**src/rtl/vol_ramp_pkg.sv**
```systemverilog
package vol_ramp_pkg;

  localparam int STEP_CNT_W = 12;

  typedef struct packed {
    logic load;     // capture target, increment and family
    logic advance;  // add one increment
    logic finish;   // write the target
    logic clear;    // stop without stepping
  } rampStrobes_t;

  function automatic logic [3:0] stepShift(input logic [1:0] sel);
    case (sel)
      2'd0:    stepShift = 4'd9;
      2'd1:    stepShift = 4'd10;
      default: stepShift = 4'd11;
    endcase
  endfunction

  function automatic logic [STEP_CNT_W-1:0] stepCount(input logic [1:0] sel);
    stepCount = STEP_CNT_W'(1) << stepShift(sel);
  endfunction

endpackage

```
**src/rtl/vol_ramp_pacer.sv**
```systemverilog
module vol_ramp_pacer
  import vol_ramp_pkg::*;
#(
  parameter int DIV_FAM44 = 320,
  parameter int DIV_FAM48 = 294
) (
  input  logic         clk,
  input  logic         rstN,
  input  rampStrobes_t strobes,
  input  logic         running,
  input  logic         refTick,
  input  logic         rateFam,
  output logic         stepTick
);
  localparam int DIV_MAX = (DIV_FAM44 > DIV_FAM48) ? DIV_FAM44 : DIV_FAM48;
  localparam int CNT_W   = (DIV_MAX > 1) ? $clog2(DIV_MAX) : 1;

  logic [CNT_W-1:0] tickCnt;
  logic [CNT_W-1:0] termCnt;
  logic             famQ;

  generate
    if (DIV_FAM44 == DIV_FAM48) begin : g_single_div
      assign termCnt = CNT_W'(DIV_FAM44 - 1);
    end else begin : g_dual_div
      assign termCnt = famQ ? CNT_W'(DIV_FAM48 - 1) : CNT_W'(DIV_FAM44 - 1);
    end
  endgenerate

  assign stepTick = running && refTick && (tickCnt == termCnt);

  always_ff @(posedge clk) begin
    if (!rstN) begin
      tickCnt <= '0;
      famQ    <= 1'b0;
    end else if (strobes.load) begin
      tickCnt <= '0;
      famQ    <= rateFam;
    end else if (running && refTick) begin
      tickCnt <= (tickCnt == termCnt) ? '0 : tickCnt + 1'b1;
    end
  end
endmodule

```
**src/rtl/vol_ramp_ctrl.sv**
```systemverilog
module vol_ramp_ctrl
  import vol_ramp_pkg::*;
(
  input  logic         clk,
  input  logic         rstN,
  input  logic         start,
  input  logic [1:0]   stepSel,
  input  logic         atTarget,
  input  logic         stepTick,
  output rampStrobes_t strobes,
  output logic         busy
);
  logic                  busyQ;
  logic [STEP_CNT_W-1:0] stepsLeft;
  logic                  lastStep;

  assign lastStep = (stepsLeft == STEP_CNT_W'(1));
  assign busy     = busyQ;

  always_comb begin
    strobes = '0;
    if (start) begin
      strobes.clear = atTarget;
      strobes.load  = !atTarget;
    end else if (busyQ && stepTick) begin
      strobes.finish  = lastStep;
      strobes.advance = !lastStep;
    end
  end

  always_ff @(posedge clk) begin
    if (!rstN) begin
      busyQ     <= 1'b0;
      stepsLeft <= '0;
    end else begin
      if (strobes.load) begin
        busyQ     <= 1'b1;
        stepsLeft <= stepCount(stepSel);
      end else if (strobes.clear || strobes.finish) begin
        busyQ     <= 1'b0;
        stepsLeft <= '0;
      end else if (strobes.advance) begin
        stepsLeft <= stepsLeft - 1'b1;
      end
    end
  end
endmodule

```
**src/rtl/vol_ramp_dp.sv**
```systemverilog
module vol_ramp_dp
  import vol_ramp_pkg::*;
#(
  parameter int          GAIN_W     = 24,
  parameter logic [GAIN_W-1:0] RESET_GAIN = '0
) (
  input  logic              clk,
  input  logic              rstN,
  input  rampStrobes_t      strobes,
  input  logic [GAIN_W-1:0] targetGain,
  input  logic [1:0]        stepSel,
  output logic              atTarget,
  output logic [GAIN_W-1:0] gainOut
);
  localparam int DW = GAIN_W + 1;

  logic [GAIN_W-1:0] gainQ;
  logic [GAIN_W-1:0] tgtQ;
  logic [DW-1:0]     incQ;
  logic [DW-1:0]     diff;
  logic [DW-1:0]     mag;
  logic [DW-1:0]     magShift;
  logic [DW-1:0]     incNext;
  logic [DW-1:0]     gainSum;

  assign diff     = {1'b0, targetGain} - {1'b0, gainQ};
  assign mag      = diff[DW-1] ? (~diff + 1'b1) : diff;
  assign magShift = mag >> stepShift(stepSel);
  assign incNext  = diff[DW-1] ? (~magShift + 1'b1) : magShift;
  assign gainSum  = {1'b0, gainQ} + incQ;
  assign atTarget = (targetGain == gainQ);
  assign gainOut  = gainQ;

  always_ff @(posedge clk) begin
    if (!rstN) begin
      gainQ <= RESET_GAIN;
      tgtQ  <= RESET_GAIN;
      incQ  <= '0;
    end else begin
      if (strobes.load) begin
        tgtQ <= targetGain;
        incQ <= incNext;
      end
      if (strobes.finish) begin
        gainQ <= tgtQ;
      end else if (strobes.advance) begin
        gainQ <= gainSum[GAIN_W-1:0];
      end
    end
  end
endmodule

```
**src/rtl/vol_ramp_seq.sv**
```systemverilog
module vol_ramp_seq
  import vol_ramp_pkg::*;
#(
  parameter int          GAIN_W     = 24,
  parameter int          DIV_FAM44  = 320,
  parameter int          DIV_FAM48  = 294,
  parameter logic [GAIN_W-1:0] RESET_GAIN = '0
) (
  input  logic              clk,
  input  logic              rstN,
  input  logic              refTick,
  input  logic              rateFam,
  input  logic [1:0]        stepSel,
  input  logic [GAIN_W-1:0] targetGain,
  input  logic              start,
  output logic [GAIN_W-1:0] gainOut,
  output logic              busy
);
  rampStrobes_t strobes;
  logic         atTarget;
  logic         stepTick;

  vol_ramp_ctrl u_ctrl (
    .clk      (clk),
    .rstN     (rstN),
    .start    (start),
    .stepSel  (stepSel),
    .atTarget (atTarget),
    .stepTick (stepTick),
    .strobes  (strobes),
    .busy     (busy)
  );

  vol_ramp_pacer #(
    .DIV_FAM44 (DIV_FAM44),
    .DIV_FAM48 (DIV_FAM48)
  ) u_pacer (
    .clk      (clk),
    .rstN     (rstN),
    .strobes  (strobes),
    .running  (busy),
    .refTick  (refTick),
    .rateFam  (rateFam),
    .stepTick (stepTick)
  );

  vol_ramp_dp #(
    .GAIN_W     (GAIN_W),
    .RESET_GAIN (RESET_GAIN)
  ) u_dp (
    .clk        (clk),
    .rstN       (rstN),
    .strobes    (strobes),
    .targetGain (targetGain),
    .stepSel    (stepSel),
    .atTarget   (atTarget),
    .gainOut    (gainOut)
  );
endmodule

```
**config.mk**
```make
export PLATFORM = sky130hd
export DESIGN_NAME = vol_ramp_seq
export DESIGN_NICKNAME = d
export VERILOG_FILES = /design/src/rtl/vol_ramp_pkg.sv /design/src/rtl/vol_ramp_pacer.sv /design/src/rtl/vol_ramp_ctrl.sv /design/src/rtl/vol_ramp_dp.sv /design/src/rtl/vol_ramp_seq.sv
export SDC_FILE = /design/constraint.sdc
export NUM_CORES = 1
export LEC_CHECK = 0
export ABC_AREA = 1
export CAP_MARGIN = 20
export CELL_PAD_IN_SITES_DETAIL_PLACEMENT = 0
export CELL_PAD_IN_SITES_GLOBAL_PLACEMENT = 1
export CORE_ASPECT_RATIO = 0.75
export CORE_MARGIN = 2
export CORE_UTILIZATION = 47
export CTS_BUF_LIST = sky130_fd_sc_hd__clkbuf_8
export DETAILED_ROUTE_END_ITERATION = 12
export DONT_BUFFER_PORTS = 1
export PLACE_DENSITY_LB_ADDON = 0.1
export SETUP_SLACK_MARGIN = 0.02
export SLEW_MARGIN = 20
export SYNTH_ARGS = -nofsm -noshare
export SYNTH_HDL_FRONTEND = slang
export SYNTH_SLANG_ARGS = --single-unit
```
**constraint.sdc**
```tcl
create_clock -name clk -period 4.9 [get_ports clk]
set_input_delay 0.98 -clock clk [delete_from_list [all_inputs] [get_ports clk]]
set_output_delay 0.98 -clock clk [all_outputs]
set_load 0.1 [all_outputs]
```
After elaboration in Yosys (flattened, before gate mapping)
Cells that the tools add are included.
Widths: inputs -> output; s select.
{"block": "word_totals", "ff_bits": 95, "romBits": 0, "ram_bits": 0, "latchBits": 0, "output_inout_bits": 25, "mem_count": 0, "in_bits": 31, "wordCells": 51}
{"block": "op_classes", "n_addsub": 6, "magnitude_cmp": 0, "muxes": 18, "n_mul": 0, "div": 0, "bitwise_logic": 3, "reduce_logical": 11, "n_eq_ne": 4, "n_shift": 2}
{"operator": "$mux 24", "count": 3}
{"operator": "$mux 12", "count": 3}
{"operator": "$add 25x1->25 const B", "count": 1}
{"operator": "$mux 25", "count": 1}
{"operator": "$not 25->25", "count": 1}
{"operator": "$shr 25x4->24", "count": 1}
{"operator": "$sub 24x24->25", "count": 1}
{"operator": "$add 24x1->24 const B", "count": 1}
{"operator": "$add 24x24->24", "count": 1}
{"operator": "$eq 24x24->1", "count": 1}
{"operator": "$not 24->24", "count": 1}
{"operator": "$eq 12x1->1 const B", "count": 1}
{"operator": "$shl 1x4->12 const A", "count": 1}
{"operator": "$sub 12x1->12 const B", "count": 1}
{"operator": "$add 9x1->9 const B", "count": 1}
{"operator": "$eq 9x9->1", "count": 1}
{"operator": "$mux 9", "count": 1}
{"operator": "$mux 4", "count": 2}
{"operator": "$mux 5", "count": 1}
{"operator": "$mux 1", "count": 4}
{"operator": "$mux 2", "count": 2}
{"operator": "$pmux 2 s2", "count": 1}
{"operator": "$reduce_bool 2->1", "count": 2}
{"operator": "$logic_and 1x1->1", "count": 3}
{"operator": "other kinds (7)", "count": 8}

Logic depth before layout (Yosys ltp)
Gate-level depths: netlist of run 1.
{"block": "depth", "ltp_word": 9, "mapped_depth": 30, "ltp_nobuf": 30}

By module
A second synthesis of run 1 with hierarchy kept.
{"block": "unflattened", "hier_cells": 1457, "hier_area_um2": 8515.7}
{"module": "vol_ramp_dp", "area_per_inst_um2": 7120.6, "instances": 1, "cells_per_inst": 1241}
{"module": "vol_ramp_ctrl", "area_per_inst_um2": 827.0, "instances": 1, "cells_per_inst": 129}
{"module": "vol_ramp_pacer", "area_per_inst_um2": 568.0, "instances": 1, "cells_per_inst": 87}

Worst setup path after synthesis of run 1
OpenSTA, ideal clock, no wires.
{"block": "synth_path", "path_kind": "input -> register", "from": "in targetGain[0]", "to": "reg u_dp.incQ[14]", "arrival_ns": 3.734, "setup_slack_ns": 1.052, "path_stages": 28, "path_buffers": 0, "cell_sequence": "inv_1 ha_1 fa_1 inv_1 nand3_1 nand2_1 nand2_1 nand2_1 nand2_1 nand2_1 nand3_1 nor2_4 nand2_1 nand3_1 nand3_1 nand3_1 nand2_1 inv_1 ha_1 nand3_1 nor2_2 nand3_2 nor2_2 nand2_1 nand2_1 nand2_1 nand3_1 nand2_1"}
{"block": "synth_between", "elab_chain_cells": 8}
{"item": "from (decl)", "line_no": "vol_ramp_seq.sv:14", "source": "input logic [GAIN_W-1:0] targetGain,"}
{"item": "$sub 24x24->25", "line_no": "vol_ramp_dp.sv:26", "source": "assign diff = {1'b0, targetGain} - {1'b0, gainQ};"}
{"item": "$not 25->25", "line_no": "vol_ramp_dp.sv:27", "source": "assign mag = diff[DW-1] ? (~diff + 1'b1) : diff;"}
{"item": "$add 25x1->25", "line_no": "vol_ramp_dp.sv:27"}
{"item": "$mux 25", "line_no": "vol_ramp_dp.sv:27"}
{"item": "$shr 25x4->24", "line_no": "vol_ramp_dp.sv:28", "source": "assign magShift = mag >> stepShift(stepSel);"}
{"item": "$not 24->24", "line_no": "vol_ramp_dp.sv:29", "source": "assign incNext = diff[DW-1] ? (~magShift + 1'b1) : magShift;"}
{"item": "$add 24x1->24", "line_no": "vol_ramp_dp.sv:29"}
{"item": "$mux 24", "line_no": "vol_ramp_dp.sv:29"}
{"item": "to (signal assigned)", "line_no": "vol_ramp_dp.sv:42", "source": "incQ <= incNext;"}
{"item": "to (decl)", "line_no": "vol_ramp_dp.sv:19", "source": "logic [DW-1:0] incQ;"}
Parallel ways exist; a longest one is shown, timed or not.
A chain may end at the register's enable or synchronous reset.

Final worst setup path of run 1
{"block": "layout_path", "from": "in targetGain[0]", "to": "reg u_dp.incQ[12]"}
Same word-level chain as after synthesis.

==> results of run 1 <==
==> path summary, 6_finish.rpt <==
kind | startpoint | to | slack [ns] | depth (start not counted)
worst min-delay path | u_dp.incQ[19] | u_dp.incQ[19] | 0.47 | 2
worst max register to register | u_dp.gainOut[2] | u_dp.incQ[12] | 0.86 | 27
worst max-delay path | targetGain[0] | u_dp.incQ[12] | 0.79 | 26
worst min register to register | u_dp.incQ[19] | u_dp.incQ[19] | 0.47 | 2
==> metrics by stage <==
step / worst slack [ns] / cell area (µm²)
floorplan: 1.053 / 7905
global placement: 0.5520 / 8347
detailed placement: 0.4799 / 8347
CTS: 0.8491 / 8529
global route: 0.2939 / 8529
finish: 0.7866 / 8529
==> layer usage <==
metal,share of wire (%),GRT usage (%),up-vias
li1,-,-,4310
met1,50,42.87,3786
met2,40,42.07,246
met3,8.1,6.531,24
met4,1.3,5.199,0
met5,0,0,-
==> state kept, by name (all words and copies together), names as in the netlist <==
| name | cells |
|---|---|
| u_dp.gainOut | 24 |
| u_dp.incQ | 24 |
| u_dp.tgtQ | 24 |
| u_ctrl.stepsLeft | 12 |
| u_pacer.tickCnt | 9 |
| u_ctrl.busy | 1 |
| u_pacer.famQ | 1 |
==> logic make-up (layout without fill, tap and decap cells) <==
kind of cell	count (synthesis)	after routing
AND/OR/NAND/NOR	729	729
buffers and inverters	220	245
AO/OA/AOI/OAI	194	194
flip-flops	95	95
adder cells (fa/ha/maj)	53	53
XOR/XNOR	18	18
==> power by group <==
part | internal (mW) | switching, mW
clock | 0.200 | 0.291
sequential | 0.804 | 0.0255
combinational | 0.156 | 0.332
==> cell type report <==
| cell class | instances | area, µm² |
|---|---|---|
| Multi-Input combinational cell | 994 | 5176 |
| Inverter | 195 | 732.0 |
| Sequential cell | 95 | 1902 |
| Fill cell | 1800 | 8092 |
| Clock buffer | 10 | 137.6 |
| Tap cell | 215 | 269.0 |
| Timing Repair Buffer | 34 | 267.8 |
| Clock inverter | 6 | 45.04 |
==> placed cells by master, fill, tap and decap left out, drive strengths merged, types with 13 or more instances in the layout <==
cell type,n
buf,34
a21oi,72
nand3,147
nor3,13
o21ai,56
nand2,433
nand4,18
a31oi,15
nor2,97
dfxtp,95
inv,196
ha,51
a22o,13
o22ai,13
==> worst max-delay path, delay by kind of cell <==
kind	cells	cell delay, ns
compound gates	1	0.13
fa+ha+maj	3	0.84
buf+inv	2	0.15
simple gates	20	2.27
==> summary.md, run 1 <==
| Metric | Value |
|---|---|
| Outcome | `finished, final reports clean` |
| Async S/R FF share, synth | `0%` |
| Core area | `16620 µm²` |
| Final min period | `4.113 ns` |
| Power density over cell area | `212.1 nW/µm²` |
| Die X | `153.8 µm` |
| Slew margin rel. | `36.07%` |
| Die area | `17880 µm²` |
| DRT iter0 DRCs | `678` |
| Most frequent cell on the critical path | `nand2_1` |
| Global route overflow | `0` |
| Startpoint Class | `primary input` |
| Deepest clock path buffer count | `2` |
| Max Cap Viol | `0` |
| Dominant synthesized flop cell | `dfxtp_1` |
| Total track usage | `28.59%` |
| DP Cell Count | `1533` |
| Worst-Skew Late Latency | `0.38 ns` |
| XOR/XNOR share of the synthesized area | `2.089%` |
| Top-count cell post-synth | `nand2_1` |
| Synthesized area | `7905 µm²` |
| Yosys cell types | `52` |
| WS Path Type | `in2reg` |
| 1st-pass router iterations | `5` |
| Die Span Y | `116.3 µm` |
| Initial Util | `47.56%` |
| Cts hold-fix bufs | `0` |
| Routed WL | `25.48 mm` |
| CTS tree | `done` |
| Cells resized by post-CTS repair | `0` |
| Routability-driven placement congestion ratio | `0.9914` |
| Seq/Total Area, Yosys | `24.06%` |
| EDFF count, synth | `0` |
| Vias in the first global route | `7517` |
| Setup TNS | `0 ns` |
| Worst Path Max Fanout | `7` |
| Worst path max stage delay | `0.40 ns` |
| Top cells by count, synth | `420 x nand2_1, 190 x inv_1, 136 x nand3_1` |
| Final Skew | `0.02055 ns` |
| H-tree levels | `3` |
| Ranking of synthesized cells by area | `dfxtp_1 24%, nand2_1 20%, inv_1 9.0%` |
| Post-CTS setup buffers | `0` |
| Syn nets | `1393` |
| I/O pin count | `56` |
| Avg Inst Size Synth | `6.039 µm²` |
| Mapped Cells | `1309` |
| Nets | `1413` |
| Rows | `41` |
| Port Buffers | `0` |
| Final Hold Fails | `0` |
| Req. time, crit path | `5.16 ns` |
| Sink Count | `95` |
| Total CTS buffers | `9` |
| Vias | `8366` |
| Worst EP arrival | `4.37 ns` |
| Critical path endpoint category | `flip-flop` |
| Crit-path slowest cell | `fa_1` |
| Final setup vio count | `0` |
| Vias/cell | `5.401` |
| Mux contribution to synthesized area | `0%` |
| Slew Limit Fails | `0` |
| Synth Warn # | `0` |
| Fin util | `51.32%` |
| Adder-Cell Fraction of Synth Area | `8.579%` |
| Area grow syn2layout | `7.898%` |
| VDD IR-drop max | `0.1226 mV` |
| Antenna diode count | `0` |
| Synth top area share | `24.06%` |
| Hold Slack | `0.4671 ns` |
| Leakage | `4.314 nW` |
| Post-Synth Simple-Gate Area | `40.12%` |
| Worst-margin pin slew | `0.9579 ns` |
| Share of layout cells above drive strength 1 | `7.796%` |
| Tot Pwr | `1.809 mW` |
| Maximum clock rate | `243.1 MHz` |
| # DRC | `0` |
| Clk slew on worst S/H paths | `0.10 ns` |
| Largest net degree at the start of global routing | `35` |
| Hpwl dp | `21.02 mm` |
| Final period util | `83.95%` |
| RSZ-0062 raised after global routing | `false` |
| Wire length per cell | `16.45 µm` |
| Complex-gate fraction of the synthesized area | `14.56%` |
| Largest family of logic cells by synthesized area | `simple AND/OR/NAND/NOR gates` |
| Root Driver | `clkbuf_8` |
| Initial antenna violation count | `0` |
| Yosys reg bits | `95` |
| Non-Filler Instances | `1549` |
| Synth area leader | `dfxtp_1` |
| Final ANT Viol Nets | `0` |
| Hold crit path type | `reg2reg` |
| First-pass GRT wire length | `40.19 mm` |
(Power assumes the default switching activity.)
==> run 2: changes to the inputs <==
--- a/config.mk
+++ b/config.mk
@@ -11,7 +11,7 @@
 export CELL_PAD_IN_SITES_GLOBAL_PLACEMENT = 1
 export CORE_ASPECT_RATIO = 0.75
 export CORE_MARGIN = 2
-export CORE_UTILIZATION = 47
+export CORE_UTILIZATION = 42
 export CTS_BUF_LIST = sky130_fd_sc_hd__clkbuf_8
 export DETAILED_ROUTE_END_ITERATION = 12
 export DONT_BUFFER_PORTS = 1
==> constraint.sdc (replaced) <==
create_clock -name clk -period 3.3 [get_ports clk]
set_input_delay 0.66 -clock clk [delete_from_list [all_inputs] [get_ports clk]]
set_output_delay 0.66 -clock clk [all_outputs]
set_load 0.1 [all_outputs]
==> run 2 against run 1 <==
Compared with the run above:
- the flow now finishes with violations (setup timing)
- sequential cell count stayed put
- register-to-register slack worse by 1.0 ns
- clock power is 77% higher
- non-clock buffer count is 174 higher
- combinational power is 120% higher
- cell count is 13% higher
- power is 76% higher
- utilization is 6.8 points higher
- routed wire length is 12% higher
- sequential share of layout area is 3.9 points lower
- critical path depth is 3 lower
- highest routed layer unchanged
==> summary.md, run 2 (synthesis gave the netlist of run 1 again) <==
| Metric | Value |
|---|---|
| Share of layout cells above drive strength 1 | `29.44%` |
| Fillcell total | `1850` |
| Most frequent cells in the layout | `369 x nand2_1, 200 x buf_4, 178 x inv_1, 108 x nand3_1, 71 x dfxtp_1` |
| Root Driver | `clkbuf_8` |
| Worst path max stage delay | `0.37 ns` |
| Vias in the first global route | `8397` |
| Outcome | `finished with violations` |
| # DRC | `0` |
| Total track usage | `28.45%` |
| DRT iter0 DRCs | `668` |
| Final Hold Fails | `0` |
| Slew margin rel. | `56.25%` |
| Worst Path Max Fanout | `7` |
| Die X | `162.4 µm` |
| Hpwl dp | `22.95 mm` |
| WHS Path Cells | `2` |
| Failing checks | `setup timing` |
| Max Cap Viol | `0` |
| Req. time, crit path | `3.57 ns` |
| RSZ-0062 raised after global routing | `true` |
| WS Path Type | `reg2reg` |
| Most common cell after layout, fill and taps aside | `nand2_1` |
| Slew Limit Fails | `0` |
| Sink Count | `95` |
| 1st-pass router iterations | `5` |
| VDD IR-drop max | `0.1982 mV` |
| Die area | `19950 µm²` |
| I/O pin count | `56` |
| Total CTS buffers | `9` |
| Final ANT Viol Nets | `0` |
| Final Skew | `0.02203 ns` |
| Deepest clock path buffer count | `2` |
| Largest net degree at the start of global routing | `38` |
| Hold Path Origin | `targetGain[21]` |
| Global route overflow | `0` |
| Clk slew on worst S/H paths | `0.11 ns` |
| Crit-path slowest cell | `dfxtp_4` |
| Final setup vio count | `17` |
| Maximum clock rate | `287.8 MHz` |
| Die Span Y | `122.8 µm` |
| Hold EP | `u_dp.tgtQ[21]` |
| Hold crit path type | `in2reg` |
| Area grow syn2layout | `35.61%` |
| Global routing met2 resource utilization | `44.18%` |
| Fin area | `10720 µm²` |
| Vias/cell | `5.218` |
| Most frequent cell on the critical path | `nand2_2` |
| Crit-path cells | `ha_4, fa_2, inv_2, nand2_2, nand2_4, nand3_2, nand2_2, nand3_2, nor2_4, nand3_4, nor2_4, buf_6, nand4_1, nand2_2, nand2_1, nand2_2, nand2_2, nand3_2, nand3_2, nor2_2, nand4_1, nand3_4, nand2_1` |
| H-tree levels | `3` |
| Reg-to-reg setup timing slack | `-0.17 ns` |
| Initial Util | `42.84%` |
| Core area | `18450 µm²` |
| R2r worst-path depth | `23` |
| DP Worst Slack | `-0.5255 ns` |
| Vias | `9157` |
| Initial antenna violation count | `0` |
| Cts hold-fix bufs | `0` |
| Routability-driven placement congestion ratio | `0.9380` |
| Met1 Resource Use GR | `41.47%` |
| Routed WL | `28.49 mm` |
| Antenna diode count | `0` |
| GR Layer Usage met3 | `5.813%` |
| GRT busiest layer | `met2` |
| CTS tree | `done` |
| Reg-to-Reg Start | `u_dp.gainOut[0]` |
| First-pass GRT wire length | `44.27 mm` |
| Nets | `1587` |
| Final min period | `3.474 ns` |
| Critical path endpoint category | `flip-flop` |
| Startpoint Class | `flip-flop` |
| Worst EP arrival | `3.74 ns` |
| Reg-to-Reg End | `u_dp.incQ[15]` |
| Power density over cell area | `296.4 nW/µm²` |
| Multi-input gate area | `5852 µm²` |
| Final period util | `105.3%` |
| Rows | `43` |
| Port Buffers | `0` |
| Worst-margin pin slew | `0.6555 ns` |
| DP Area | `9717 µm²` |
| Leakage | `5.283 nW` |
| Fin worst setup slack | `-0.1742 ns` |
| Worst-Skew Late Latency | `0.38 ns` |
| Seq. cell area | `1972 µm²` |
| Wire length per cell | `16.23 µm` |
run 2: worst max path at each step:
stage / startpoint / end / slack [ns] / cells after the start
2_1_floorplan: targetGain[0] / u_dp.incQ[12] / -0.08 / 28
3_3_place_gp: targetGain[6] / u_dp.incQ[22] / -0.49 / 26
3_5_place_dp: targetGain[0] / u_dp.incQ[17] / -0.53 / 25
4_1_cts: u_dp.gainOut[0] / u_dp.incQ[15] / -0.10 / 20
5_1_grt: u_dp.gainOut[0] / u_dp.incQ[15] / -0.37 / 24
6_report: u_dp.gainOut[0] / u_dp.incQ[15] / -0.17 / 23
run 2: what timing repair did:
item / 4_1_cts / 5_1_grt
resized for setup: 72 / 96
setup buffers: 13 / 7
pin swaps: 36 / 38
endpoints found under the setup margin: 22 / 31
run 2: report_power, final:
part           leakage, nW  internal, mW  switching (mW)
Sequential           0.793          1.18          0.0420
Clock                0.116         0.430           0.443
Combinational         4.38         0.468           0.613
Total                 5.28          2.08            1.10
run 2: metal layers:
layer	vias up	wire length [µm]
met5	-	0
met2	245	12140
met3	25	1902
met4	0	284
li1	4658	-
met1	4229	14170
run 2: per-stage QoR:
step | hold WS [ns] | utilization [%] | cells | setup TNS [ns] | total power [mW]
2_1_floorplan | 0.4228 | - | 1309 | -0.3544 | 1.786
3_3_place_gp | 0.4428 | 52.65 | 1720 | -8.285 | 2.162
3_5_place_dp | 0.4487 | 52.65 | 1720 | -8.961 | 2.166
4_1_cts | 0.3858 | 55.97 | 1748 | -1.014 | 3.096
5_1_grt | 0.3883 | 58.09 | 1755 | -5.921 | 3.351
6_report | 0.3992 | 58.09 | 1755 | -2.141 | 3.177
run 2: final cells by class:
class,count,area share (%)
clock buffers,9,1.155
flip-flops and latches,95,18.39
well taps,247,2.883
inverters,195,6.944
clock inverters,7,0.8637
multi-input cells,994,54.59
repair buffers,208,15.17
run 2: critical path, delay by kind of cell, from the launching register on:
family	cells	cell delay (ns)
simple gates	19	2.24
fa+ha+maj	2	0.52
flops	1	0.37
buf+inv	2	0.23
